<file path="src/rtl/ser_audio_pkg.sv">
package ser_audio_pkg;

  localparam int SLOT_W   = 32;
  localparam int NARROW_W = 16;

  typedef enum logic {
    CH_LEFT  = 1'b0,
    CH_RIGHT = 1'b1
  } chan_e;

  // right word in the upper half, matching the input bus layout
  typedef struct packed {
    logic [SLOT_W-1:0] right;
    logic [SLOT_W-1:0] left;
  } pair_t;

endpackage

</file>
<file path="src/rtl/sat_sck_gen.sv">
module sat_sck_gen #(
  parameter int DIV_W = 8
) (
  input  logic             clk_i,
  input  logic             rst_i,
  input  logic [DIV_W-1:0] div_i,
  output logic             sck_o,
  output logic             fall_o
);

  logic [DIV_W-1:0] cnt_q;
  logic [DIV_W-1:0] cnt_nxt;
  logic [DIV_W-1:0] div_eff;
  logic [DIV_W-1:0] half;

  always_comb begin
    div_eff = (div_i == '0) ? DIV_W'(1) : div_i;
    half    = DIV_W'(({1'b0, div_eff} + (DIV_W+1)'(1)) >> 1);
    fall_o  = (cnt_q >= div_eff);
    cnt_nxt = fall_o ? '0 : cnt_q + DIV_W'(1);
  end

  always_ff @(posedge clk_i) begin
    if (rst_i) begin
      cnt_q <= '0;
      sck_o <= 1'b0;
    end else begin
      cnt_q <= cnt_nxt;
      sck_o <= (cnt_nxt >= half);
    end
  end

endmodule

</file>
<file path="src/rtl/sat_bit_ctr.sv">
module sat_bit_ctr
  import ser_audio_pkg::*;
#(
  parameter int CNT_W = 8
) (
  input  logic             clk_i,
  input  logic             rst_i,
  input  logic             adv_i,
  input  logic [CNT_W-1:0] last_i,
  output logic             ws_o,
  output logic             frame_o,
  output logic             load_o,
  output chan_e            chan_o,
  output logic [CNT_W-1:0] pos_o
);

  logic [CNT_W-1:0] b_q;
  logic [CNT_W-1:0] b_nxt;
  logic [CNT_W-1:0] last_eff;
  logic [CNT_W-1:0] half;
  logic [CNT_W-1:0] d;

  always_comb begin
    last_eff = (last_i == '0) ? CNT_W'(1) : last_i;
    half     = CNT_W'(({1'b0, last_eff} + (CNT_W+1)'(1)) >> 1);
    frame_o  = adv_i && (b_q >= last_eff);
    load_o   = adv_i && (b_q == '0);
    if (frame_o)    b_nxt = '0;
    else if (adv_i) b_nxt = b_q + CNT_W'(1);
    else            b_nxt = b_q;
    // the bit leaving at this edge belongs to slot position d (one-bit lag)
    d = (b_nxt == '0) ? last_eff : b_nxt - CNT_W'(1);
    if (d < half) begin
      chan_o = CH_LEFT;
      pos_o  = d;
    end else begin
      chan_o = CH_RIGHT;
      pos_o  = d - half;
    end
  end

  always_ff @(posedge clk_i) begin
    if (rst_i) begin
      b_q  <= '0;
      ws_o <= 1'b0;
    end else begin
      b_q  <= b_nxt;
      ws_o <= (b_nxt >= half);
    end
  end

endmodule

</file>
<file path="src/rtl/sat_lane_ser.sv">
module sat_lane_ser
  import ser_audio_pkg::*;
#(
  parameter int POS_W = 8
) (
  input  logic             clk_i,
  input  logic             rst_i,
  input  logic             shift_i,
  input  pair_t            pair_i,
  input  chan_e            chan_i,
  input  logic [POS_W-1:0] pos_i,
  input  logic             wide_i,
  output logic             sd_o
);

  localparam int IDX_W = $clog2(SLOT_W);

  logic [SLOT_W-1:0] word;
  logic [31:0]       w_bits;
  logic [31:0]       pos_ext;
  logic              bit_nxt;

  always_comb begin
    word    = (chan_i == CH_RIGHT) ? pair_i.right : pair_i.left;
    w_bits  = wide_i ? 32'(SLOT_W) : 32'(NARROW_W);
    pos_ext = 32'(pos_i);
    if (pos_ext < w_bits) bit_nxt = word[IDX_W'(w_bits - 32'd1 - pos_ext)];
    else                  bit_nxt = 1'b0;
  end

  always_ff @(posedge clk_i) begin
    if (rst_i)        sd_o <= 1'b0;
    else if (shift_i) sd_o <= bit_nxt;
  end

endmodule

</file>
<file path="src/rtl/ser_audio_tx.sv">
module ser_audio_tx
  import ser_audio_pkg::*;
#(
  parameter int LANES = 4,
  parameter int DIV_W = 8,
  parameter int FRM_W = 8
) (
  input  logic                          osclk_i,
  input  logic                          rst_i,
  input  logic [DIV_W-1:0]              sck_div_i,
  input  logic [FRM_W-1:0]              ws_div_i,
  input  logic                          wide_i,
  input  logic                          in_valid_i,
  output logic                          in_ready_o,
  input  logic [LANES*2*SLOT_W-1:0]     in_data_i,
  output logic                          osclk_o,
  output logic                          sck_o,
  output logic                          ws_o,
  output logic [LANES-1:0]              sd_o,
  output logic                          underrun_o
);

  localparam int PAIR_BITS = 2 * SLOT_W;

  logic [DIV_W-1:0] sck_div_q;
  logic [FRM_W-1:0] ws_div_q;
  logic             wide_q;

  logic             fall;
  logic             frame_start;
  logic             load_stb;
  chan_e            chan;
  logic [FRM_W-1:0] pos;

  logic             hold_full_q;
  logic             underrun_q;
  logic             accept;
  logic             adopt;

  pair_t hold_q [LANES];
  pair_t cur_q  [LANES];
  pair_t src    [LANES];

  assign osclk_o    = osclk_i;
  assign in_ready_o = ~hold_full_q;
  assign underrun_o = underrun_q;
  assign accept     = in_valid_i && !hold_full_q;
  assign adopt      = load_stb && hold_full_q;

  // settings follow the inputs only at reset and at frame starts
  always_ff @(posedge osclk_i) begin
    if (rst_i || frame_start) begin
      sck_div_q <= sck_div_i;
      ws_div_q  <= ws_div_i;
      wide_q    <= wide_i;
    end
  end

  sat_sck_gen #(.DIV_W(DIV_W)) u_sck (
    .clk_i  (osclk_i),
    .rst_i  (rst_i),
    .div_i  (sck_div_q),
    .sck_o  (sck_o),
    .fall_o (fall)
  );

  sat_bit_ctr #(.CNT_W(FRM_W)) u_ctr (
    .clk_i   (osclk_i),
    .rst_i   (rst_i),
    .adv_i   (fall),
    .last_i  (ws_div_q),
    .ws_o    (ws_o),
    .frame_o (frame_start),
    .load_o  (load_stb),
    .chan_o  (chan),
    .pos_o   (pos)
  );

  always_ff @(posedge osclk_i) begin
    if (rst_i) begin
      hold_full_q <= 1'b0;
      underrun_q  <= 1'b0;
    end else begin
      if (load_stb) begin
        if (hold_full_q) hold_full_q <= 1'b0;
        else             underrun_q  <= 1'b1;
      end
      if (accept) hold_full_q <= 1'b1;
    end
  end

  for (genvar g = 0; g < LANES; g++) begin : g_lane
    always_ff @(posedge osclk_i) begin
      if (accept) hold_q[g] <= pair_t'(in_data_i[g*PAIR_BITS +: PAIR_BITS]);
    end

    always_ff @(posedge osclk_i) begin
      if (rst_i)      cur_q[g] <= '0;
      else if (adopt) cur_q[g] <= hold_q[g];
    end

    assign src[g] = adopt ? hold_q[g] : cur_q[g];

    sat_lane_ser #(.POS_W(FRM_W)) u_ser (
      .clk_i   (osclk_i),
      .rst_i   (rst_i),
      .shift_i (fall),
      .pair_i  (src[g]),
      .chan_i  (chan),
      .pos_i   (pos),
      .wide_i  (wide_q),
      .sd_o    (sd_o[g])
    );
  end

endmodule

</file>
<file path="config.mk">
export PLATFORM = sky130hd
export DESIGN_NAME = ser_audio_tx
export DESIGN_NICKNAME = d
export VERILOG_FILES = /design/src/rtl/ser_audio_pkg.sv /design/src/rtl/sat_sck_gen.sv /design/src/rtl/sat_bit_ctr.sv /design/src/rtl/sat_lane_ser.sv /design/src/rtl/ser_audio_tx.sv
export SDC_FILE = /design/constraint.sdc
export NUM_CORES = 1
export LEC_CHECK = 0
export CAP_MARGIN = 20
export CORE_ASPECT_RATIO = 1.4
export CORE_MARGIN = 3
export CORE_UTILIZATION = 52
export DETAILED_ROUTE_END_ITERATION = 12
export DONT_BUFFER_PORTS = 1
export PLACE_DENSITY_LB_ADDON = 0.12
export SYNTH_ARGS = -nofsm -noshare
export SYNTH_HDL_FRONTEND = slang
export SYNTH_SLANG_ARGS = --single-unit
</file>
<file path="constraint.sdc">
create_clock -name osclk_i -period 15.6 [get_ports osclk_i]
set_input_delay 2.34 -clock osclk_i [delete_from_list [all_inputs] [get_ports osclk_i]]
set_output_delay 2.34 -clock osclk_i [all_outputs]
set_load 0.02 [all_outputs]
</file>
==> results.rst, run 1 <==
.. list-table::
   :header-rows: 1

   * - Metric
     - Value
   * - Total congestion overflow
     - 0
   * - Initial drt markers
     - 1324
   * - Part of the Yosys area used for sequential elements
     - 0.635
   * - Synth top area share
     - 0.616
   * - Net switching component of the power
     - 1.02 mW
   * - Count of clock tree sinks
     - 553
   * - EDFF count, synth
     - 529
   * - Core area
     - 0.0485 mm²
   * - Clock-pin slew reported for the worst setup and hold paths after clock tree synthesis
     - 60 ps
   * - Total internal power
     - 2.63 mW
   * - Layout cells sized above 1
     - 0.0738
   * - First-pass GRT wire length
     - 98.5 mm
   * - HP Start
     - u_sck.cnt_q[0]
   * - Wire length after detailed routing
     - 65.0 mm
   * - Cell count along the critical path
     - 0
   * - Count of port buffers added during placement
     - 0
   * - Drt wl/cell
     - 23.5 µm
   * - CTS resizes
     - 0
   * - Hold Path Cell Cnt
     - 1
   * - Total count of hold-check failures in the final report
     - 0
   * - Worst-Skew Late Latency
     - 630 ps
   * - Number of cell instances on the worst register-to-register path
     - 29
   * - H-tree level count
     - 2
   * - Root buffer cell
     - clkbuf_16
   * - Main synth FF type
     - edfxtp_1
   * - Multi-input gate area
     - 0.00877 mm²
   * - Share of total power consumed by net switching
     - 0.279
   * - Setup total negative slack
     - 0 ps
   * - Share of total power in combinational logic
     - 0.176
   * - Final estimated routing congestion in global placement
     - 0.883
   * - GR met3 Demand/Resource
     - 0.0460
   * - Class of the tightest hold or removal check
     - reg2reg
   * - Floorplan die area
     - 0.0523 mm²
   * - Critical path startpoint
     - osclk_i
   * - Library cells used by synthesis
     - 84
   * - Unrepaired setup endpoints after global routing
     - no
   * - Final ANT Viol Nets
     - 0
   * - DP HPWL
     - 42.4 mm
   * - I/O pin total
     - 285
   * - Global-route track usage on met1
     - 0.321
   * - Avg Vias per Cell
     - 5.88
   * - Pins Over Slew Limit
     - 0
   * - Async S/R FF share, synth
     - 0
   * - Status
     - completed
   * - GRT Total Usage
     - 0.242
   * - Worst Hold Slack
     - 499 ps
   * - Cell area after synthesis
     - 0.0258 mm²
   * - Start of the worst register-to-register path
     - sck_div_q[1]
   * - Leakage component of the power
     - 10.3 nW
   * - Cts-stage hold buffer count
     - 0
   * - Final worst path period share
     - 0.650
   * - Worst path required time
     - 13260 ps
   * - Floorplan die width
     - 194 µm
   * - Final core utilization
     - 0.578
   * - Maximum number of pins on one net before global-route repair
     - 257
   * - Buffer count from post-CTS setup fixing
     - 0
   * - Data arrival time of the worst path
     - 7800 ps
   * - Placement Cell Area
     - 0.0263 mm²
   * - Highest fanout seen on the critical path
     - 2
   * - Post-Layout Cell Count
     - 2768
   * - Number of max-cap violations
     - 0
   * - Post-synth top cells
     - edfxtp_1 (529), nand2_1 (455), and2_1 (262), and3_1 (111), a31oi_1 (86)
   * - Number of instances in the placed design
     - 2656
   * - Startpoint type of the worst setup path
     - clock port
   * - Post-synthesis sequential element count
     - 553
   * - Setup CP Type
     - clk2out
   * - P per Cell Area
     - 130 mW/mm²
   * - Post-layout nets
     - 2407
   * - Row Count
     - 95
   * - Max Buffers Root-to-Sink
     - 3
   * - Initial standard-cell utilization of the core
     - 0.532
   * - Vertical die dimension
     - 269 µm
   * - Setup-failing EPs final
     - 0
   * - Area delta synth->final
     - 8.66%
   * - Transition time at the pin with the least slew margin
     - 1310 ps
   * - Largest cells by area after synthesis
     - edfxtp_1 (62%), nand2_1 (6.6%), and2_1 (6.4%), mux2i_1 (2.8%), and3_1 (2.7%)
   * - Synthesized instance count
     - 2133
   * - Total via count after detailed routing
     - 16.3k
   * - Gr busiest metal
     - met2
   * - Number of detailed-route iterations in the first pass
     - 5
   * - Library cell with the largest summed area after synthesis
     - edfxtp_1
   * - Count of yosys warnings during synthesis
     - 0
   * - Mean cell area of the mapped netlist
     - 12.1 µm²
   * - Initial antenna violation count
     - 21
   * - Total area of sequential cells
     - 0.0164 mm²
   * - Highest attainable clock frequency
     - 100 MHz
   * - Vias in the first global route
     - 16.0k
   * - Part of the total power dissipated in the clock network
     - 0.349
   * - Final routed DRC violation total
     - 0
   * - Post-Layout Inst Area
     - 0.0280 mm²
   * - Number of CTS-inserted buffers
     - 54
   * - Final-layout fill cell count
     - 3969
   * - Sort of element at the end of the critical path
     - output port
   * - Worst setup slack after layout
     - 5460 ps
   * - Top-count cell post-synth
     - edfxtp_1
   * - Reg power frac
     - 0.476
   * - Maximum vdd ir drop
     - 0.000105 V
   * - Worst relative slew slack
     - 0.125
   * - Met2 usage in global routing
     - 0.404
   * - Minimum clock period after layout
     - 10140 ps
   * - Worst setup slack before clock tree synthesis
     - 5460 ps
   * - Post-Syn Nets
     - 2457
   * - Pwr Total
     - 3.65 mW
   * - Clock skew after layout
     - 36.3 ps
   * - TritonCTS clock tree
     - done
[power groups by stage]
stage / Clock [mW] / Sequential (mW) / Combinational, mW
2_1_floorplan: 0.00749 / 1.78 / 0.448
3_3_place_gp: 0 / 1.77 / 0.632
3_5_place_dp: 0 / 1.77 / 0.641
4_1_cts: 1.30 / 1.74 / 0.644
5_1_grt: 1.36 / 1.74 / 0.692
6_report: 1.27 / 1.74 / 0.643
[worst reg2reg max path, delay by kind of cell, from the launching register on]
kind	cells	cell delay (ps)
AO/OA/AOI/OAI	12	3170
buffers and inverters	3	1420
flip-flops	1	460
adder cells (fa/ha/maj)	3	900
multiplexers	4	1700
AND/OR/NAND/NOR	7	2250
[final timing paths]
kind / end / slack (ps)
worst min-delay path: u_sck.cnt_q[0] / 500
worst max-delay path: osclk_o / 5460
worst max register to register: g_lane[3].u_ser.sd_o / 5610
worst min register to register: u_sck.cnt_q[0] / 500
[per-layer routing]
| metal | up-vias | share of wire | routed length, µm |
|---|---|---|---|
| met5 | - | 0.0010 | 65 |
| met4 | 12 | 0.033 | 2160 |
| met3 | 115 | 0.060 | 3880 |
| met2 | 506 | 0.49 | 32100 |
| met1 | 8005 | 0.41 | 26800 |
| li1 | 7640 | - | - |
[cell usage in the layout (no fill, tap or decap), types with 5 or more instances in the layout]
cell        netlist  final
clkinvlp_4        0      5
ha_1             47     47
nand2_1         455    455
clkbuf_16         0     54
a311o_1           5      5
a211oi_1         13     13
dfxtp_1          24     24
a21oi_1          36     34
o21ai_0          25     25
a311oi_1         12     12
edfxtp_1        529    529
nor2_1           40     39
a31oi_1          86     86
o211ai_1          6      6
nor2b_1          16     15
diode_2           0     11
clkinv_1          0     10
a21o_1            9      7
xnor2_1          21     21
inv_1            29     29
a22o_1            7      7
o22ai_1          15     15
mux2i_1          71     71
and3_1          111    111
buf_4            11     23
and2_1          262    262
clkbuf_1         72      8
nor3_1           18     18
mux4_2            9      9
nand3_1          31     31
mux2_2            7      7
nand2b_1          9      8
nand4_1           7      7
clkinv_2          0     13
xor2_1            6      6
o21a_1            5      5
[area by class of cell]
type	instances	area share
sequential	553	0.584
multi-input combinational	1419	0.313
clock buffer	62	0.0493
tap	630	0.0281
clock inverter	38	0.0118
timing repair buffer	26	0.00884
inverter	29	0.00389
antenna	11	0.000982
[sequential cells by signal, indices dropped and copies added, names as in the netlist]
name and count:
u_ctr.b_q 8, u_sck.sck_o 1, u_sck.cnt_q 8, hold_full_q 1, u_ctr.ws_o 1, wide_q 1, sck_div_q 8, hold_q 256
ws_div_q 8, g_lane.u_ser.sd_o 4, underrun_o 1, cur_q 256
[logic make-up (layout without fill, tap and decap cells)]
logic type	after synthesis	count (layout)	share of synthesized area
AO/OA/AOI/OAI	281	281	0.0774
XOR/XNOR	27	27	0.00917
adder cells (fa/ha/maj)	48	48	0.0236
buffers and inverters	161	155	0.0281
flip-flops	553	553	0.635
multiplexers	87	87	0.0385
other	0	11	0
AND/OR/NAND/NOR	976	976	0.189
Power figures use the tool's default switching activity.
==> run 2: changes to the inputs <==
--- a/config.mk
+++ b/config.mk
@@ -5,6 +5,7 @@
 export SDC_FILE = /design/constraint.sdc
 export NUM_CORES = 1
 export LEC_CHECK = 0
+export ABC_AREA = 1
 export CAP_MARGIN = 20
 export CORE_ASPECT_RATIO = 1.4
 export CORE_MARGIN = 3
==> constraint.sdc (replaced) <==
create_clock -name osclk_i -period 8.5 [get_ports osclk_i]
set_input_delay 1.275 -clock osclk_i [delete_from_list [all_inputs] [get_ports osclk_i]]
set_output_delay 1.275 -clock osclk_i [all_outputs]
set_load 0.02 [all_outputs]
==> run 2 against run 1 <==
Clock skew is 18 ps lower. Combinational power is 71% higher. First-iteration DRC count increased by 27%. Cell area is 0.66% higher. Critical path depth rose by 35. Synthesized area is 1.3% higher. Via count grew 12%. Sequential power grew 82%. Non-clock buffer count is 13 lower. Synthesized cell count grew 26%. Global-route usage increased by 1.0 points. Clock-buffer cell count grew 11. Critical path type is now reg2reg.
==> results.rst, run 2 <==
.. list-table::
   :header-rows: 1

   * - Metric
     - Value
   * - Commonest non-fill, non-tap cell in the layout
     - nand2_1
   * - Synth top area share
     - 0.608
   * - Mean cell area of the mapped netlist
     - 9.68 µm²
   * - Cell count along the critical path
     - 35
   * - Vias in the first global route
     - 17.7k
   * - Buffer count from post-CTS setup fixing
     - 0
   * - Cell type of the slowest stage on the worst timing path
     - nand2_4
   * - Drt wl/cell
     - 20.6 µm
   * - Vertical die dimension
     - 271 µm
   * - Root buffer cell
     - clkbuf_16
   * - Initial standard-cell utilization of the core
     - 0.529
   * - Net switching component of the power
     - 1.87 mW
   * - P per Cell Area
     - 236 mW/mm²
   * - Number of instances in the placed design
     - 3202
   * - CTS resizes
     - 0
   * - Class of the tightest hold or removal check
     - reg2reg
   * - Initial antenna violation count
     - 8
   * - Final routed DRC violation total
     - 0
   * - Max Buffers Root-to-Sink
     - 3
   * - Count of port buffers added during placement
     - 0
   * - Largest stage delay on the critical path
     - 630 ps
   * - Worst Path Buf+Inv
     - 4
   * - Largest cells by area after synthesis
     - edfxtp_1 (61%), nand2_1 (11%), inv_1 (4.4%), nand3_1 (4.2%), nor2_1 (4.0%)
   * - Post-layout nets
     - 2945
   * - Transition time at the pin with the least slew margin
     - 1340 ps
   * - Data arrival time of the worst path
     - 7780 ps
   * - Worst Hold Slack
     - 557 ps
   * - Largest registers
     - cur_q: 256 flops, hold_q: 256 flops
   * - Library cells used by synthesis
     - 46
   * - Unrepaired setup endpoints after global routing
     - no
   * - Post-synth top cells
     - nand2_1 (758), edfxtp_1 (529), inv_1 (304), nor2_1 (276), nand3_1 (217)
   * - Clock skew after layout
     - 17.9 ps
   * - Leading cell types in the layout, fill and taps excluded
     - nand2_1 (755), edfxtp_1 (529), inv_1 (304)
   * - I/O pin total
     - 285
   * - Hold Path Cell Cnt
     - 2
   * - Cts-stage hold buffer count
     - 0
   * - Worst relative slew slack
     - 0.110
   * - Part of the Yosys area used for sequential elements
     - 0.627
   * - Final estimated routing congestion in global placement
     - 0.882
   * - Maximum number of pins on one net before global-route repair
     - 185
   * - Synthesized instance count
     - 2698
   * - Avg Vias per Cell
     - 5.50
   * - Floorplan die width
     - 195 µm
   * - Main synth FF type
     - edfxtp_1
   * - Post-synthesis sequential element count
     - 553
   * - Number of max-cap violations
     - 0
   * - Post-Layout Cell Count
     - 3312
   * - Leakage component of the power
     - 11.7 nW
   * - Row Count
     - 96
   * - H-tree level count
     - 2
   * - Library cell with the largest summed area after synthesis
     - edfxtp_1
   * - DP HPWL
     - 45.2 mm
   * - Highest fanout seen on the critical path
     - 84
   * - Number of detailed-route iterations in the first pass
     - 6
   * - Maximum vdd ir drop
     - 0.000178 V
   * - Final ANT Viol Nets
     - 0
   * - Startpoint type of the worst setup path
     - register
   * - Total count of hold-check failures in the final report
     - 0
   * - Most common cell type on the critical path
     - nand3_1
   * - Number of CTS-inserted buffers
     - 54
   * - Setup-failing EPs final
     - 0
   * - Status
     - completed
   * - Total via count after detailed routing
     - 18.2k
   * - Async S/R FF share, synth
     - 0
   * - Number of cell instances on the worst register-to-register path
     - 35
   * - Count of yosys warnings during synthesis
     - 0
   * - Final worst path period share
     - 0.856
   * - Setup CP Type
     - reg2reg
   * - Kind of cell adding the most delay to the critical path
     - simple AND/OR/NAND/NOR gates
   * - Highest attainable clock frequency
     - 137 MHz
   * - Initial drt markers
     - 1681
   * - Sort of element at the end of the critical path
     - register
   * - Minimum clock period after layout
     - 7280 ps
   * - EDFF count, synth
     - 529
   * - Reg power frac
     - 0.478
   * - Setup total negative slack
     - 0 ps
   * - Worst path required time
     - 9000 ps
   * - Post-Syn Nets
     - 3022
   * - Total internal power
     - 4.77 mW
   * - Layout cells sized above 1
     - 0.0525
   * - Final-layout fill cell count
     - 4357
   * - Worst-Skew Late Latency
     - 610 ps
   * - Cell area after synthesis
     - 0.0261 mm²
   * - Area delta synth->final
     - 7.97%
   * - Top-count cell post-synth
     - nand2_1
   * - Part of the total power dissipated in the clock network
     - 0.356
   * - GRT Total Usage
     - 0.253
   * - Core area
     - 0.0494 mm²
   * - Total congestion overflow
     - 0
   * - Share of total power in combinational logic
     - 0.166
   * - Pwr Total
     - 6.65 mW
   * - TritonCTS clock tree
     - done
   * - First-pass GRT wire length
     - 104 mm
   * - Floorplan die area
     - 0.0530 mm²
   * - Share of total power consumed by net switching
     - 0.282
   * - Count of clock tree sinks
     - 553
   * - Pins Over Slew Limit
     - 0
   * - Clock-pin slew reported for the worst setup and hold paths after clock tree synthesis
     - 60 ps
   * - Wire length after detailed routing
     - 68.3 mm
run 2: cell types whose count changed after synthesis, sizes merged, moves of 15 or more:
| cell | before | now |
|---|---|---|
| nand2 | 455 | 771 |
| xnor2 | 21 | 2 |
| a211oi | 15 | 0 |
| nor2b | 16 | 0 |
| and2 | 263 | 0 |
| o21ai | 30 | 209 |
| nand3 | 33 | 224 |
| nor2 | 42 | 281 |
| mux2i | 71 | 0 |
| and3 | 111 | 1 |
| a31oi | 86 | 2 |
| o22ai | 15 | 0 |
| inv | 29 | 312 |
run 2: layout make-up:
type / count / area, µm² / area share
timing repair buffer: 13 / 135 / 0.00479
inverter: 314 / 1190 / 0.0422
antenna: 8 / 20.0 / 0.000710
sequential: 553 / 16400 / 0.580
clock buffer: 73 / 1470 / 0.0523
tap: 637 / 797 / 0.0283
multi-input combinational: 1685 / 7950 / 0.282
clock inverter: 29 / 270 / 0.00958
run 2: worst reg2reg max path: cells and delay by family, from the launching register on:
kind / cells / cell delay (ps)
simple gates: 20 / 3620
compound gates: 8 / 1420
fa+ha+maj: 3 / 950
buf+inv: 4 / 820
flops: 1 / 350
run 2: kinds of logic after synthesis:
group / after synthesis / share of synthesized area
adder cells (fa/ha/maj): 48 / 0.0233
AO/OA/AOI/OAI: 279 / 0.0582
flip-flops: 553 / 0.627
XOR/XNOR: 21 / 0.00704
buffers and inverters: 460 / 0.0712
AND/OR/NAND/NOR: 1337 / 0.214
run 2: path summary, 6_finish.rpt:
path              slack [ps]                    to     startpoint
setup / recovery        1220  g_lane[0].u_ser.sd_o   sck_div_q[6]
hold / removal           560          cur_q[2][24]  hold_q[2][24]
setup reg to reg        1220  g_lane[0].u_ser.sd_o   sck_div_q[6]
hold reg to reg          560          cur_q[2][24]  hold_q[2][24]
run 2: power by group through the flow:
stage / sequential [mW] / combinational [mW] / clock, mW
5_1_grt: 3.18 / 1.22 / 2.52
3_3_place_gp: 3.23 / 1.08 / 0
2_1_floorplan: 3.23 / 0.790 / 0.0137
4_1_cts: 3.17 / 1.10 / 2.43
3_5_place_dp: 3.23 / 1.09 / 0
6_report: 3.17 / 1.10 / 2.37
run 2: stage by stage:
stage	util	worst slack, ps	cell area (µm²)
2_1_floorplan	-	66.8	26100
3_3_place_gp	0.536	1340	26400
3_5_place_dp	0.536	1240	26400
4_1_cts	0.571	1210	28200
5_1_grt	0.571	553	28200
6_report	0.571	1220	28200
run 2: per-layer routing:
metal  vias to the layer above  wire length [µm]  track usage  share of wire
met2                       682             33600        0.423           0.49
met4                         0              2780       0.0961          0.041
li1                       8761                 -            -              -
met3                       152              4670       0.0456          0.068
met1                      8620             27300        0.330           0.40
met5                         -                 0            0              0
==> run 3: changes to the inputs <==
--- a/config.mk
+++ b/config.mk
@@ -6,12 +6,12 @@
 export NUM_CORES = 1
 export LEC_CHECK = 0
 export ABC_AREA = 1
+export BUFFER_PORTS_ARGS = -buffer_cell sky130_fd_sc_hd__buf_2
 export CAP_MARGIN = 20
 export CORE_ASPECT_RATIO = 1.4
 export CORE_MARGIN = 3
 export CORE_UTILIZATION = 52
 export DETAILED_ROUTE_END_ITERATION = 12
-export DONT_BUFFER_PORTS = 1
 export PLACE_DENSITY_LB_ADDON = 0.12
 export SYNTH_ARGS = -nofsm -noshare
 export SYNTH_HDL_FRONTEND = slang
==> run 3 against run 2 <==
Register-to-register slack lost 96 ps. Combinational power is 8% higher. Non-clock buffer count is 283 higher. Via count grew 5.8%. Global-route usage increased by 0.49 points.
==> results.rst, run 3 (synthesis results as in run 2) <==
.. list-table::
   :header-rows: 1

   * - Metric
     - Value
   * - Status
     - completed
   * - Commonest non-fill, non-tap cell in the layout
     - nand2_1
   * - Area delta synth->final
     - 13.6%
   * - Total congestion overflow
     - 0
   * - Final worst path period share
     - 0.868
   * - Post-Layout Inst Area
     - 0.0297 mm²
   * - Floorplan die area
     - 0.0530 mm²
   * - Met3 wire length
     - 4.15 mm
   * - Share of total power consumed by net switching
     - 0.282
   * - Net switching component of the power
     - 1.93 mW
   * - Row Count
     - 96
   * - Clock skew after layout
     - 21.6 ps
   * - Number of max-cap violations
     - 0
   * - Initial antenna violation count
     - 0
   * - Multi-input gate area
     - 0.00795 mm²
   * - Sort of element at the end of the critical path
     - register
   * - GRT Total Usage
     - 0.258
   * - Critical Path Sink
     - g_lane[1].u_ser.sd_o
   * - Largest stage delay on the critical path
     - 760 ps
   * - Layout cells sized above 1
     - 0.146
   * - Worst setup slack for register-to-register paths
     - 1130 ps
   * - Worst-Skew Late Latency
     - 720 ps
   * - Core area
     - 0.0494 mm²
   * - Initial drt markers
     - 1736
   * - Largest registers
     - cur_q: 256 flops, hold_q: 256 flops
   * - Start of the worst register-to-register path
     - sck_div_q[6]
   * - Vias in the first global route
     - 19.0k
   * - Buffer count from post-CTS setup fixing
     - 0
   * - Post-Route M1 WL
     - 27.7 mm
   * - Cell type of the slowest stage on the worst timing path
     - nand2_2
   * - Final core utilization
     - 0.601
   * - I/O pin total
     - 285
   * - Final estimated routing congestion in global placement
     - 0.914
   * - Unrepaired setup endpoints after global routing
     - no
   * - Met2 routed WL
     - 35.0 mm
   * - Number of cell instances on the worst register-to-register path
     - 36
   * - Final ANT Viol Nets
     - 0
   * - Total area of sequential cells
     - 0.0164 mm²
   * - Highest attainable clock frequency
     - 136 MHz
   * - Vertical die dimension
     - 271 µm
   * - Data arrival time of the worst path
     - 8010 ps
   * - Setup total negative slack
     - 0 ps
   * - Highest fanout seen on the critical path
     - 94
   * - Setup-failing EPs final
     - 0
   * - Final routed DRC violation total
     - 0
   * - Drt wl/cell
     - 19.4 µm
   * - Total internal power
     - 4.90 mW
   * - Cts-stage hold buffer count
     - 0
   * - Setup CP Type
     - reg2reg
   * - Floorplan die width
     - 195 µm
   * - Highest metal layer with signal wires
     - met4
   * - Post-Layout Cell Count
     - 3586
   * - Leading cell types in the layout, fill and taps excluded
     - nand2_1 (755), edfxtp_1 (529), inv_1 (304)
   * - Part of the total power dissipated in the clock network
     - 0.362
   * - Most common cell type on the critical path
     - nand2_1
   * - Reg power frac
     - 0.464
   * - Leakage component of the power
     - 12.9 nW
   * - Reg2Reg Capture Point
     - g_lane[1].u_ser.sd_o
   * - Maximum number of pins on one net before global-route repair
     - 178
   * - Total count of hold-check failures in the final report
     - 0
   * - Post-layout nets
     - 3230
   * - DP HPWL
     - 47.5 mm
   * - Number of detailed-route iterations in the first pass
     - 7
   * - Count of port buffers added during placement
     - 284
   * - Worst Hold Slack
     - 458 ps
   * - Number of instances in the placed design
     - 3486
   * - Final-layout fill cell count
     - 4252
   * - Initial standard-cell utilization of the core
     - 0.529
   * - Worst path required time
     - 9130 ps
   * - Startpoint type of the worst setup path
     - register
   * - HP Start
     - underrun_o
   * - Total via count after detailed routing
     - 19.3k
   * - Worst relative slew slack
     - 0.201
   * - CTS resizes
     - 0
   * - Placement Cell Area
     - 0.0278 mm²
   * - Minimum clock period after layout
     - 7370 ps
   * - P per Cell Area
     - 230 mW/mm²
   * - Pins Over Slew Limit
     - 0
   * - Share of total power in combinational logic
     - 0.174
   * - First-pass GRT wire length
     - 107 mm
   * - Transition time at the pin with the least slew margin
     - 1200 ps
   * - Wire length after detailed routing
     - 69.7 mm
   * - Avg Vias per Cell
     - 5.37
   * - Critical path startpoint
     - sck_div_q[6]
   * - Class of the tightest hold or removal check
     - reg2reg
   * - Clock-pin slew reported for the worst setup and hold paths after clock tree synthesis
     - 60 ps
   * - TritonCTS clock tree
     - done
   * - Maximum vdd ir drop
     - 0.000196 V
run 3: cell count changes in the layout (fill, tap and decap cells not counted), moves of 2 or more:
cell       delta
clkbuf_8      -3
clkbuf_1      -9
clkinv_2      +5
diode_2       -7
buf_4         +2
buf_2       +283
bufinv_16     +4
run 3: cell type report:
cell class	instances	area share
Timing Repair Buffer	296	0.0520
Clock buffer	62	0.0473
Clock inverter	38	0.0140
Multi-Input combinational cell	1685	0.268
Sequential cell	553	0.552
Antenna cell	1	0.0000843
Inverter	314	0.0402
Tap cell	637	0.0269
run 3: metal layers:
layer	up-vias	track usage
met5	-	0
met4	0	0.103
met3	141	0.0359
met2	696	0.439
met1	9107	0.334
li1	9320	-
run 3: worst min-delay path by stage:
stage                           end  cells after the start
2_1_floorplan  g_lane[0].u_ser.sd_o                      2
3_3_place_gp             underrun_o                      2
3_5_place_dp             underrun_o                      2
4_1_cts                  underrun_o                      2
5_1_grt                  underrun_o                      2
6_report                 underrun_o                      2
run 3: worst max-delay path, delay by kind of cell (launching register included):
kind	cells	cell delay, ps
buf+inv	4	860
compound gates	8	1460
simple gates	21	3580
fa+ha+maj	3	930
flops	1	370
run 3: power groups by stage:
stage                     clock network [mW]  logic (mW)  registers (mW)
after global placement                0.0110        1.16            3.23
final                                   2.47        1.19            3.17
after CTS                               2.52        1.18            3.17
after global routing                    2.63        1.30            3.18
after floorplan                       0.0137       0.790            3.23
after detailed placement              0.0110        1.17            3.23
run 3: through the flow:
step | worst slack [ps] | total power [mW]
5_1_grt | 395 | 7.12
6_report | 1130 | 6.83
3_5_place_dp | 1150 | 4.41
4_1_cts | 1150 | 6.87
3_3_place_gp | 1450 | 4.40
2_1_floorplan | 66.8 | 4.03
